==> src/rtl/rtc_cal_pkg.sv <==
// rtc_cal_pkg: register map, control bit positions and shared types for the
// BCD time-of-day counter. Assumes an 8-bit register port.
package rtc_cal_pkg;

    localparam int BUS_W = 8;
    localparam int ADAY_W = 2 * BUS_W;

    localparam logic [7:0] ADR_CTRL    = 8'h14;
    localparam logic [7:0] ADR_SEC     = 8'h15;
    localparam logic [7:0] ADR_MIN     = 8'h16;
    localparam logic [7:0] ADR_HOUR    = 8'h17;
    localparam logic [7:0] ADR_DAY_LO  = 8'h18;
    localparam logic [7:0] ADR_DAY_HI  = 8'h19;
    localparam logic [7:0] ADR_AMIN    = 8'h1A;
    localparam logic [7:0] ADR_AHOUR   = 8'h1B;
    localparam logic [7:0] ADR_ADAY_LO = 8'h1C;
    localparam logic [7:0] ADR_ADAY_HI = 8'h1D;

    localparam int CB_DAY_EN  = 5;
    localparam int CB_HOUR_EN = 4;
    localparam int CB_MIN_EN  = 3;
    localparam int CB_FLAG    = 2;
    localparam int CB_IRQ_EN  = 1;
    localparam int CB_RUN     = 0;

    typedef struct packed {
        logic day_en;
        logic hour_en;
        logic min_en;
        logic irq_en;
        logic run;
    } cal_ctrl_t;

    typedef struct packed {
        logic sec;
        logic min;
        logic hour;
        logic day_lo;
        logic day_hi;
        logic amin;
        logic ahour;
        logic aday_lo;
        logic aday_hi;
    } cal_wsel_t;

    // Next value of a packed-BCD field that wraps to zero after 'top'.
    function automatic logic [7:0] bcd_next(input logic [7:0] v, input logic [7:0] top);
        if (v == top) begin
            return 8'h00;
        end
        if (v[3:0] == 4'd9) begin
            return {v[7:4] + 4'd1, 4'd0};
        end
        return {v[7:4], v[3:0] + 4'd1};
    endfunction

endpackage

==> src/rtl/cal_bcd_field.sv <==
// cal_bcd_field: one packed-BCD time field (seconds, minutes or hours).
// Advances on 'step', wraps after TOP and reports the wrap as a carry.
// Assumes loads carry valid BCD no larger than TOP and never coincide
// with a step (the register port gates them with busy).
module cal_bcd_field
    import rtc_cal_pkg::*;
#(
    parameter logic [7:0] TOP = 8'h59
) (
    input  logic       clk,
    input  logic       rst_n,
    input  logic       step,
    input  logic       ld,
    input  logic [7:0] ld_val,
    output logic [7:0] val,
    output logic [7:0] nxt,
    output logic       wrap
);

    // Carry out and look-ahead value for the alarm comparison.
    always_comb begin
        wrap = step && (val == TOP);
        nxt  = step ? bcd_next(val, TOP) : val;
    end

    // Field register: reset, count or load.
    always_ff @(posedge clk) begin
        if (!rst_n) begin
            val <= 8'h00;
        end else if (step) begin
            val <= nxt;
        end else if (ld) begin
            val <= ld_val;
        end
    end

    a_r2_bcd_valid: assert property (@(posedge clk) disable iff (!rst_n)
        (val[3:0] <= 4'd9) && (val <= TOP));

    a_r2_step_moves: assert property (@(posedge clk) disable iff (!rst_n)
        step |=> (val != $past(val)));

    a_r7_load_not_with_step: assert property (@(posedge clk) disable iff (!rst_n)
        step |-> !ld);

    a_r5_field_hold: assert property (@(posedge clk) disable iff (!rst_n)
        (!step && !ld) |=> $stable(val));

endmodule

==> src/rtl/cal_day_count.sv <==
// cal_day_count: binary day counter of DAY_W bits loaded one byte at a time.
// Wraps from all-ones to zero. Assumes 8 < DAY_W <= 16 and no load while stepping.
module cal_day_count
    import rtc_cal_pkg::*;
#(
    parameter int DAY_W = 15,
    localparam int HI_W = DAY_W - BUS_W
) (
    input  logic             clk,
    input  logic             rst_n,
    input  logic             step,
    input  logic             ld_lo,
    input  logic             ld_hi,
    input  logic [BUS_W-1:0] lo_val,
    input  logic [HI_W-1:0]  hi_val,
    output logic [DAY_W-1:0] cnt,
    output logic [DAY_W-1:0] nxt
);

    // Look-ahead day value.
    always_comb begin
        nxt = step ? cnt + 1'b1 : cnt;
    end

    // Day register: reset, count, or byte loads.
    always_ff @(posedge clk) begin
        if (!rst_n) begin
            cnt <= '0;
        end else if (step) begin
            cnt <= nxt;
        end else begin
            if (ld_lo) begin
                cnt[BUS_W-1:0] <= lo_val;
            end
            if (ld_hi) begin
                cnt[DAY_W-1:BUS_W] <= hi_val;
            end
        end
    end

    a_r4_day_wrap: assert property (@(posedge clk) disable iff (!rst_n)
        (step && (cnt == {DAY_W{1'b1}})) |=> (cnt == '0));

    a_r5_day_hold: assert property (@(posedge clk) disable iff (!rst_n)
        (!step && !ld_lo && !ld_hi) |=> $stable(cnt));

endmodule

==> src/rtl/cal_alarm_unit.sv <==
// cal_alarm_unit: alarm minute/hour/day registers, field-masked comparison
// taken at the seconds rollover, and the sticky alarm flag.
// Assumes 'now_*' are the values the counter reaches on this edge.
module cal_alarm_unit
    import rtc_cal_pkg::*;
#(
    parameter int DAY_W = 15
) (
    input  logic              clk,
    input  logic              rst_n,
    input  logic              wr_min,
    input  logic              wr_hour,
    input  logic              wr_day_lo,
    input  logic              wr_day_hi,
    input  logic [BUS_W-1:0]  wdata,
    input  logic              min_en,
    input  logic              hour_en,
    input  logic              day_en,
    input  logic              roll,
    input  logic [7:0]        now_min,
    input  logic [7:0]        now_hour,
    input  logic [DAY_W-1:0]  now_day,
    input  logic              clr,
    output logic [7:0]        a_min,
    output logic [7:0]        a_hour,
    output logic [ADAY_W-1:0] a_day,
    output logic              flag
);

    logic any_en;
    logic hit;

    // Match: rollover, at least one enabled field, all enabled fields equal.
    always_comb begin
        any_en = min_en || hour_en || day_en;
        hit    = roll && any_en
              && (!min_en  || (now_min  == a_min))
              && (!hour_en || (now_hour == a_hour))
              && (!day_en  || (ADAY_W'(now_day) == a_day));
    end

    // Alarm setting registers, always writable.
    always_ff @(posedge clk) begin
        if (!rst_n) begin
            a_min  <= 8'h00;
            a_hour <= 8'h00;
            a_day  <= '0;
        end else begin
            if (wr_min) begin
                a_min <= wdata;
            end
            if (wr_hour) begin
                a_hour <= wdata;
            end
            if (wr_day_lo) begin
                a_day[BUS_W-1:0] <= wdata;
            end
            if (wr_day_hi) begin
                a_day[ADAY_W-1:BUS_W] <= wdata;
            end
        end
    end

    // Sticky flag: a match wins over a clear on the same edge.
    always_ff @(posedge clk) begin
        if (!rst_n) begin
            flag <= 1'b0;
        end else if (hit) begin
            flag <= 1'b1;
        end else if (clr) begin
            flag <= 1'b0;
        end
    end

    a_r10_flag_sticky: assert property (@(posedge clk) disable iff (!rst_n)
        (flag && !clr) |=> flag);

    a_r8_rise_on_roll: assert property (@(posedge clk) disable iff (!rst_n)
        $rose(flag) |-> $past(roll));

    a_r9_rise_needs_enable: assert property (@(posedge clk) disable iff (!rst_n)
        $rose(flag) |-> $past(min_en || hour_en || day_en));

endmodule

==> src/rtl/cal_reg_port.sv <==
// cal_reg_port: address decode, control register, busy status and read mux.
// Time-register write strobes are suppressed in a busy cycle.
module cal_reg_port
    import rtc_cal_pkg::*;
#(
    parameter int DAY_W = 15
) (
    input  logic              clk,
    input  logic              rst_n,
    input  logic              sec_tick,
    input  logic              bus_wr,
    input  logic [7:0]        bus_addr,
    input  logic [5:0]        ctl_wdata,
    input  logic [7:0]        sec,
    input  logic [7:0]        min,
    input  logic [7:0]        hour,
    input  logic [DAY_W-1:0]  day,
    input  logic [7:0]        a_min,
    input  logic [7:0]        a_hour,
    input  logic [ADAY_W-1:0] a_day,
    input  logic              flag,
    output cal_ctrl_t         ctrl,
    output cal_wsel_t         wsel,
    output logic              busy,
    output logic              flag_clr,
    output logic [BUS_W-1:0]  bus_rdata
);

    logic ctrl_wr;

    // Busy marks the cycle whose edge carries a tick update.
    always_comb begin
        busy = sec_tick && ctrl.run;
    end

    // Write decode; time fields are blocked while busy.
    always_comb begin
        ctrl_wr      = bus_wr && (bus_addr == ADR_CTRL);
        flag_clr     = ctrl_wr && ctl_wdata[CB_FLAG];
        wsel.sec     = bus_wr && !busy && (bus_addr == ADR_SEC);
        wsel.min     = bus_wr && !busy && (bus_addr == ADR_MIN);
        wsel.hour    = bus_wr && !busy && (bus_addr == ADR_HOUR);
        wsel.day_lo  = bus_wr && !busy && (bus_addr == ADR_DAY_LO);
        wsel.day_hi  = bus_wr && !busy && (bus_addr == ADR_DAY_HI);
        wsel.amin    = bus_wr && (bus_addr == ADR_AMIN);
        wsel.ahour   = bus_wr && (bus_addr == ADR_AHOUR);
        wsel.aday_lo = bus_wr && (bus_addr == ADR_ADAY_LO);
        wsel.aday_hi = bus_wr && (bus_addr == ADR_ADAY_HI);
    end

    // Control register holding the enables and the run bit.
    always_ff @(posedge clk) begin
        if (!rst_n) begin
            ctrl <= '0;
        end else if (ctrl_wr) begin
            ctrl.day_en  <= ctl_wdata[CB_DAY_EN];
            ctrl.hour_en <= ctl_wdata[CB_HOUR_EN];
            ctrl.min_en  <= ctl_wdata[CB_MIN_EN];
            ctrl.irq_en  <= ctl_wdata[CB_IRQ_EN];
            ctrl.run     <= ctl_wdata[CB_RUN];
        end
    end

    // Read-back multiplexer.
    always_comb begin
        case (bus_addr)
            ADR_CTRL:    bus_rdata = {busy, 1'b0, ctrl.day_en, ctrl.hour_en,
                                      ctrl.min_en, flag, ctrl.irq_en, ctrl.run};
            ADR_SEC:     bus_rdata = sec;
            ADR_MIN:     bus_rdata = min;
            ADR_HOUR:    bus_rdata = hour;
            ADR_DAY_LO:  bus_rdata = day[BUS_W-1:0];
            ADR_DAY_HI:  bus_rdata = BUS_W'(day[DAY_W-1:BUS_W]);
            ADR_AMIN:    bus_rdata = a_min;
            ADR_AHOUR:   bus_rdata = a_hour;
            ADR_ADAY_LO: bus_rdata = a_day[BUS_W-1:0];
            ADR_ADAY_HI: bus_rdata = a_day[ADAY_W-1:BUS_W];
            default:     bus_rdata = '0;
        endcase
    end

    a_r6_run_kept: assert property (@(posedge clk) disable iff (!rst_n)
        (!ctrl_wr) |=> $stable(ctrl));

endmodule

==> src/rtl/bcd_clock_alarm.sv <==
// bcd_clock_alarm: top of the BCD time-of-day counter with field-masked alarm.
// Chains seconds -> minutes -> hours -> days through wrap carries, feeds the
// look-ahead values to the alarm comparator and gates the interrupt.
// Assumes sec_tick is a one-cycle pulse synchronous to clk.
module bcd_clock_alarm
    import rtc_cal_pkg::*;
#(
    parameter int DAY_W = 15
) (
    input  logic       clk,
    input  logic       rst_n,
    input  logic       sec_tick,
    input  logic       bus_wr,
    input  logic [7:0] bus_addr,
    input  logic [7:0] bus_wdata,
    output logic [7:0] bus_rdata,
    output logic       alarm_irq
);

    localparam int HI_W = DAY_W - BUS_W;

    cal_ctrl_t         ctrl;
    cal_wsel_t         wsel;
    logic              busy;
    logic              flag_clr;
    logic              flag;
    logic [7:0]        sec, min, hour;
    logic [7:0]        sec_nxt, min_nxt, hour_nxt;
    logic              sec_wrap, min_wrap, hour_wrap;
    logic [DAY_W-1:0]  day, day_nxt;
    logic [7:0]        a_min, a_hour;
    logic [ADAY_W-1:0] a_day;

    cal_reg_port #(.DAY_W(DAY_W)) u_port (
        .clk       (clk),
        .rst_n     (rst_n),
        .sec_tick  (sec_tick),
        .bus_wr    (bus_wr),
        .bus_addr  (bus_addr),
        .ctl_wdata (bus_wdata[5:0]),
        .sec       (sec),
        .min       (min),
        .hour      (hour),
        .day       (day),
        .a_min     (a_min),
        .a_hour    (a_hour),
        .a_day     (a_day),
        .flag      (flag),
        .ctrl      (ctrl),
        .wsel      (wsel),
        .busy      (busy),
        .flag_clr  (flag_clr),
        .bus_rdata (bus_rdata)
    );

    cal_bcd_field #(.TOP(8'h59)) u_sec (
        .clk (clk), .rst_n (rst_n), .step (busy), .ld (wsel.sec),
        .ld_val (bus_wdata), .val (sec), .nxt (sec_nxt), .wrap (sec_wrap)
    );

    cal_bcd_field #(.TOP(8'h59)) u_min (
        .clk (clk), .rst_n (rst_n), .step (sec_wrap), .ld (wsel.min),
        .ld_val (bus_wdata), .val (min), .nxt (min_nxt), .wrap (min_wrap)
    );

    cal_bcd_field #(.TOP(8'h23)) u_hour (
        .clk (clk), .rst_n (rst_n), .step (min_wrap), .ld (wsel.hour),
        .ld_val (bus_wdata), .val (hour), .nxt (hour_nxt), .wrap (hour_wrap)
    );

    cal_day_count #(.DAY_W(DAY_W)) u_day (
        .clk    (clk),
        .rst_n  (rst_n),
        .step   (hour_wrap),
        .ld_lo  (wsel.day_lo),
        .ld_hi  (wsel.day_hi),
        .lo_val (bus_wdata),
        .hi_val (bus_wdata[HI_W-1:0]),
        .cnt    (day),
        .nxt    (day_nxt)
    );

    cal_alarm_unit #(.DAY_W(DAY_W)) u_alarm (
        .clk       (clk),
        .rst_n     (rst_n),
        .wr_min    (wsel.amin),
        .wr_hour   (wsel.ahour),
        .wr_day_lo (wsel.aday_lo),
        .wr_day_hi (wsel.aday_hi),
        .wdata     (bus_wdata),
        .min_en    (ctrl.min_en),
        .hour_en   (ctrl.hour_en),
        .day_en    (ctrl.day_en),
        .roll      (sec_wrap),
        .now_min   (min_nxt),
        .now_hour  (hour_nxt),
        .now_day   (day_nxt),
        .clr       (flag_clr),
        .a_min     (a_min),
        .a_hour    (a_hour),
        .a_day     (a_day),
        .flag      (flag)
    );

    // Interrupt request: flag gated by its enable.
    always_comb begin
        alarm_irq = flag && ctrl.irq_en;
    end

    a_r5_stopped_holds: assert property (@(posedge clk) disable iff (!rst_n)
        (!ctrl.run && !bus_wr) |=> $stable({sec, min, hour, day}));

    a_r3_hour_carry_day: assert property (@(posedge clk) disable iff (!rst_n)
        (busy && (sec == 8'h59) && (min == 8'h59) && (hour == 8'h23)) |=> (hour == 8'h00));

endmodule

==> config.mk <==
export PLATFORM = sky130hd
export DESIGN_NAME = bcd_clock_alarm
export DESIGN_NICKNAME = d
export VERILOG_FILES = /design/src/rtl/rtc_cal_pkg.sv /design/src/rtl/cal_bcd_field.sv /design/src/rtl/cal_day_count.sv /design/src/rtl/cal_alarm_unit.sv /design/src/rtl/cal_reg_port.sv /design/src/rtl/bcd_clock_alarm.sv
export SDC_FILE = /design/constraint.sdc
export NUM_CORES = 1
export LEC_CHECK = 0
export BUFFER_PORTS_ARGS = -buffer_cell sky130_fd_sc_hd__buf_2
export CAP_MARGIN = 0
export CORE_ASPECT_RATIO = 0.5
export CORE_MARGIN = 1
export CORE_UTILIZATION = 45
export DETAILED_ROUTE_END_ITERATION = 7
export PLACE_DENSITY = 0.6
export SETUP_SLACK_MARGIN = 0.05
export SLEW_MARGIN = 40
export SYNTH_ARGS = -nofsm -noshare
export SYNTH_HDL_FRONTEND = slang
export SYNTH_SLANG_ARGS = --single-unit
==> constraint.sdc <==
create_clock -name clk -period 4.3 [get_ports clk]
set_clock_uncertainty 0.05 [all_clocks]
set_input_delay 0.86 -clock clk [delete_from_list [all_inputs] [get_ports clk]]
set_output_delay 0.86 -clock clk [all_outputs]
set_load 0.03 [all_outputs]
==> flow_metrics.py <==
metrics = {
    "run_status": {
        "outcome": "complete, no violations",
    },
    "worst_setup_path": {
        "cpMostUsedCell": "buf_2",
        "crit_path_top_delay_cell": "mux4_2",
        "crit_buf_inv": 2,
        "critPathCaptureType": "output pin",
        "critical_path_required_ns": 3.39,
        "startpoint": "bus_addr[0]",
        "cp-start-kind": "input pin",
        "arrival_ns": 2.84,
        "crit_fanout": 27,
        "path_cells": "buf_2, mux4_2, a222oi_1, nand2_1, buf_2",
        "r2r_setup_slack_ns": 0.84,
        "timing.rr.end": "u_alarm.flag$_SDFFE_PN0P_",
        "critPathKind": "in2out",
        "critical_path_depth": 5,
        "path_delay_family": "buffers and inverters",
        "r2r-start": "u_min.val[0]$_SDFFE_PN0P_",
        "rr_worst_depth": 9,
        "max_stage_delay_ns": 0.58,
    },
    "cells_and_area": {
        "syn2layout_area_growth_pct": 8.94,
        "utilization": 0.513,
        "fin_nets": 766,
        "drive_above_1_share": 0.125,
    },
    "timing": {
        "fin_crit_ns": 3.75,
        "setup_viol": 0,
        "drv_slew": 0,
        "fin_tns_setup_ns": 0,
        "tightest_slew_ns": 0.696,
        "rsz0062_at_grt": "no",
        "slew_headroom": 0.535,
        "fin_hold_ws_ns": 0.442,
        "max_freq_mhz": 267,
        "finalCritPeriodShare": 0.871,
        "final-hold-violation-count": 0,
    },
    "hold_path": {
        "hold_path.class": "reg2reg",
        "min_to": "u_port.ctrl[1]$_SDFFE_PN0P_",
        "holdPathStages": 2,
        "min_from": "u_port.ctrl[1]$_SDFFE_PN0P_",
    },
    "logic_synthesis": {
        "ys_seq_elements": 77,
        "ys_seq_area_frac": 0.271,
        "synth.cell_area_mm2": 0.00568,
        "syn-num-nets": 771,
        "ys_types": 69,
        "syn_area_per_cell_um2": 7.70,
        "netlist_top_cells_count": "nand2_1, a21oi_1, nor2_1",
        "synthFlopType": "dfxtp_1",
        "yosysTopAreaCell": "dfxtp_1",
        "yosys.cell_count.top_type": "nand2_1",
        "synth_top_area_frac": 0.271,
        "async_flop_share": 0,
        "synth_area_leaders": "dfxtp_1, a21oi_1, nand2_1, nor2_1, mux4_2",
        "ys_warn_count": 0,
        "synthCells": 738,
        "synth-edff-count": 0,
    },
    "die": {
        "fp.dieH_um": 81.4,
        "start_util": 0.471,
        "dieArea_mm2": 0.0131,
        "core_mm2": 0.0121,
        "ios": 29,
        "chipWidth_um": 161,
        "rows": 28,
    },
    "clock_tree": {
        "cts_buffers": 9,
        "cts_buffer_depth": 2,
        "clock-sinks": 77,
        "cts_tree": "done",
        "clk_pin_slew_ns": 0.07,
        "cts_resized": 0,
        "h-tree-depth": 3,
        "postCtsSetupRepairBufs": 0,
        "clk_latency_ns": 0.35,
        "cts-root-buf": "clkbuf_16",
        "cts_hold_buf": 0,
    },
    "power_and_ir_drop": {
        "clock_power_share": 0.493,
        "p_per_area_mw_per_mm2": 253,
        "power_frac_seq": 0.457,
        "total_power_w": 0.00157,
        "swShare": 0.273,
        "p_sw_w": 0.000427,
        "power.share.combinational": 0.050,
        "ir_worst_vdd_mv": 0.166,
        "p_leak_nw": 2.37,
        "power.internal_w": 0.00114,
    },
    "detailed_routing": {
        "wl_per_cell_um": 21.7,
        "drc": 0,
        "antenna_left": 0,
        "drt_wl_total_um": 19600,
        "vias": 5706,
        "dr.pass1.iters": 5,
        "vias_per_cell": 6.31,
        "dr.first_iter.drc_count": 714,
    },
    "place": {
        "port_buffers": 28,
        "hpwl_um": 14100,
        "finalWeightedCongestion": 0.984,
    },
    "global_routing": {
        "grt_pass1_wl_um": 29900,
        "grt_pass1_vias": 4926,
        "grt_antenna_before_repair": 2,
        "overflow": 0,
        "globalRouteTotalUtil": 0.308,
        "grt_max_degree": 47,
    },
    "run": {
        "max_cap_violations": 0,
    },
}
[worst max path at each step]
stage                         endpoint  slack [ns]
final                     bus_rdata[5]        0.55
after global routing      bus_rdata[2]        0.40
after CTS                 bus_rdata[7]        0.63
after detailed placement  bus_rdata[7]        0.63
after global placement    bus_rdata[3]        0.63
after floorplan           bus_rdata[4]        0.60
[cell usage in the layout, fill, tap and decap left out, types with 3 or more instances in the layout]
cell type  synthesis  layout
buf_4              0      11
ha_1              13      13
nand2b_1           4       4
nand2_1           87      87
o21ai_0           30      30
nand3b_1           5       5
xor2_1            16      16
mux4_2            13      13
nor2_1            80      80
buf_2              5      28
mux2i_1           27      27
nand4_1           10      10
and3_1             9       9
nor4_4             4       4
dfxtp_1           77      77
a222oi_1           7       7
o22ai_1            4       4
clkinv_4           0       3
nor3_1            26      26
or2_2              3       3
o211ai_1           5       5
or3_1              7       7
nand3_1           39      39
a22oi_1            5       5
inv_1             12      12
o21a_1             5       5
mux2_2             3       3
a31oi_1            5       5
clkbuf_16          0       9
a21oi_1           83      83
a211oi_1          13      13
nor4_1             6       6
and3b_1            4       4
and2_1             6       6
xnor2_1           27      27
nand2_2            3       3
o31ai_1            3       3
[final cells by class]
cell class / instances / area (um2)
fillers: 1202 / 5860
clock buffers: 9 / 225
flip-flops and latches: 77 / 1540
inverters: 13 / 50.0
clock inverters: 7 / 70.1
diodes: 1 / 2.50
multi-input cells: 593 / 3870
repair buffers: 39 / 223
well taps: 165 / 206
[routing by layer]
metal  track usage  up-vias  routed length (um)
met2         0.444      275                7900
met5             0        -                   0
met4        0.0934        0                 462
met3        0.0944       44                2270
met1         0.437     2714                8950
li1              -     2673                   -
[worst register-to-register path, stage by stage, from the launching register on]
cell	delay, ns
dfxtp_1	0.52
ha_1	0.28
nand3b_4	0.20
nor4_4	0.61
nand3_4	0.33
nor3_1	0.22
o21ai_0	0.10
or4_1	0.58
o311a_1	0.40
a21oi_2	0.10
[stage by stage]
step,std cells,setup WS [ns],area [um2]
2_1_floorplan,738,0.596,5680
3_3_place_gp,887,0.635,5890
3_5_place_dp,887,0.629,5890
4_1_cts,903,0.634,6180
5_1_grt,903,0.404,6180
6_report,904,0.554,6190
[cell families after synthesis]
group,after synthesis,synth area share
AND/OR/NAND/NOR,314,0.288
AO/OA/AOI/OAI,180,0.194
flip-flops,77,0.271
buffers and inverters,68,0.0474
XOR/XNOR,43,0.0663
multiplexers,43,0.105
adder cells (fa/ha/maj),13,0.0286
[registers in the layout (all words and copies together) (netlist names)]
name            cells
u_alarm.a_day      16
u_alarm.a_hour      8
u_alarm.a_min       8
u_alarm.flag        1
u_day.cnt          15
u_hour.val          8
u_min.val           8
u_port.ctrl         5
u_sec.val           8
[power groups by stage]
stage | logic, W | clock network (W) | registers, W
after detailed placement | 0.0000769 | 0 | 0.000732
final | 0.0000787 | 0.000771 | 0.000715
after floorplan | 0.0000473 | 0 | 0.000731
after global placement | 0.0000772 | 0 | 0.000732
after global routing | 0.0000832 | 0.000809 | 0.000715
after CTS | 0.0000772 | 0.000773 | 0.000715
Power figures use the tool's default switching activity.
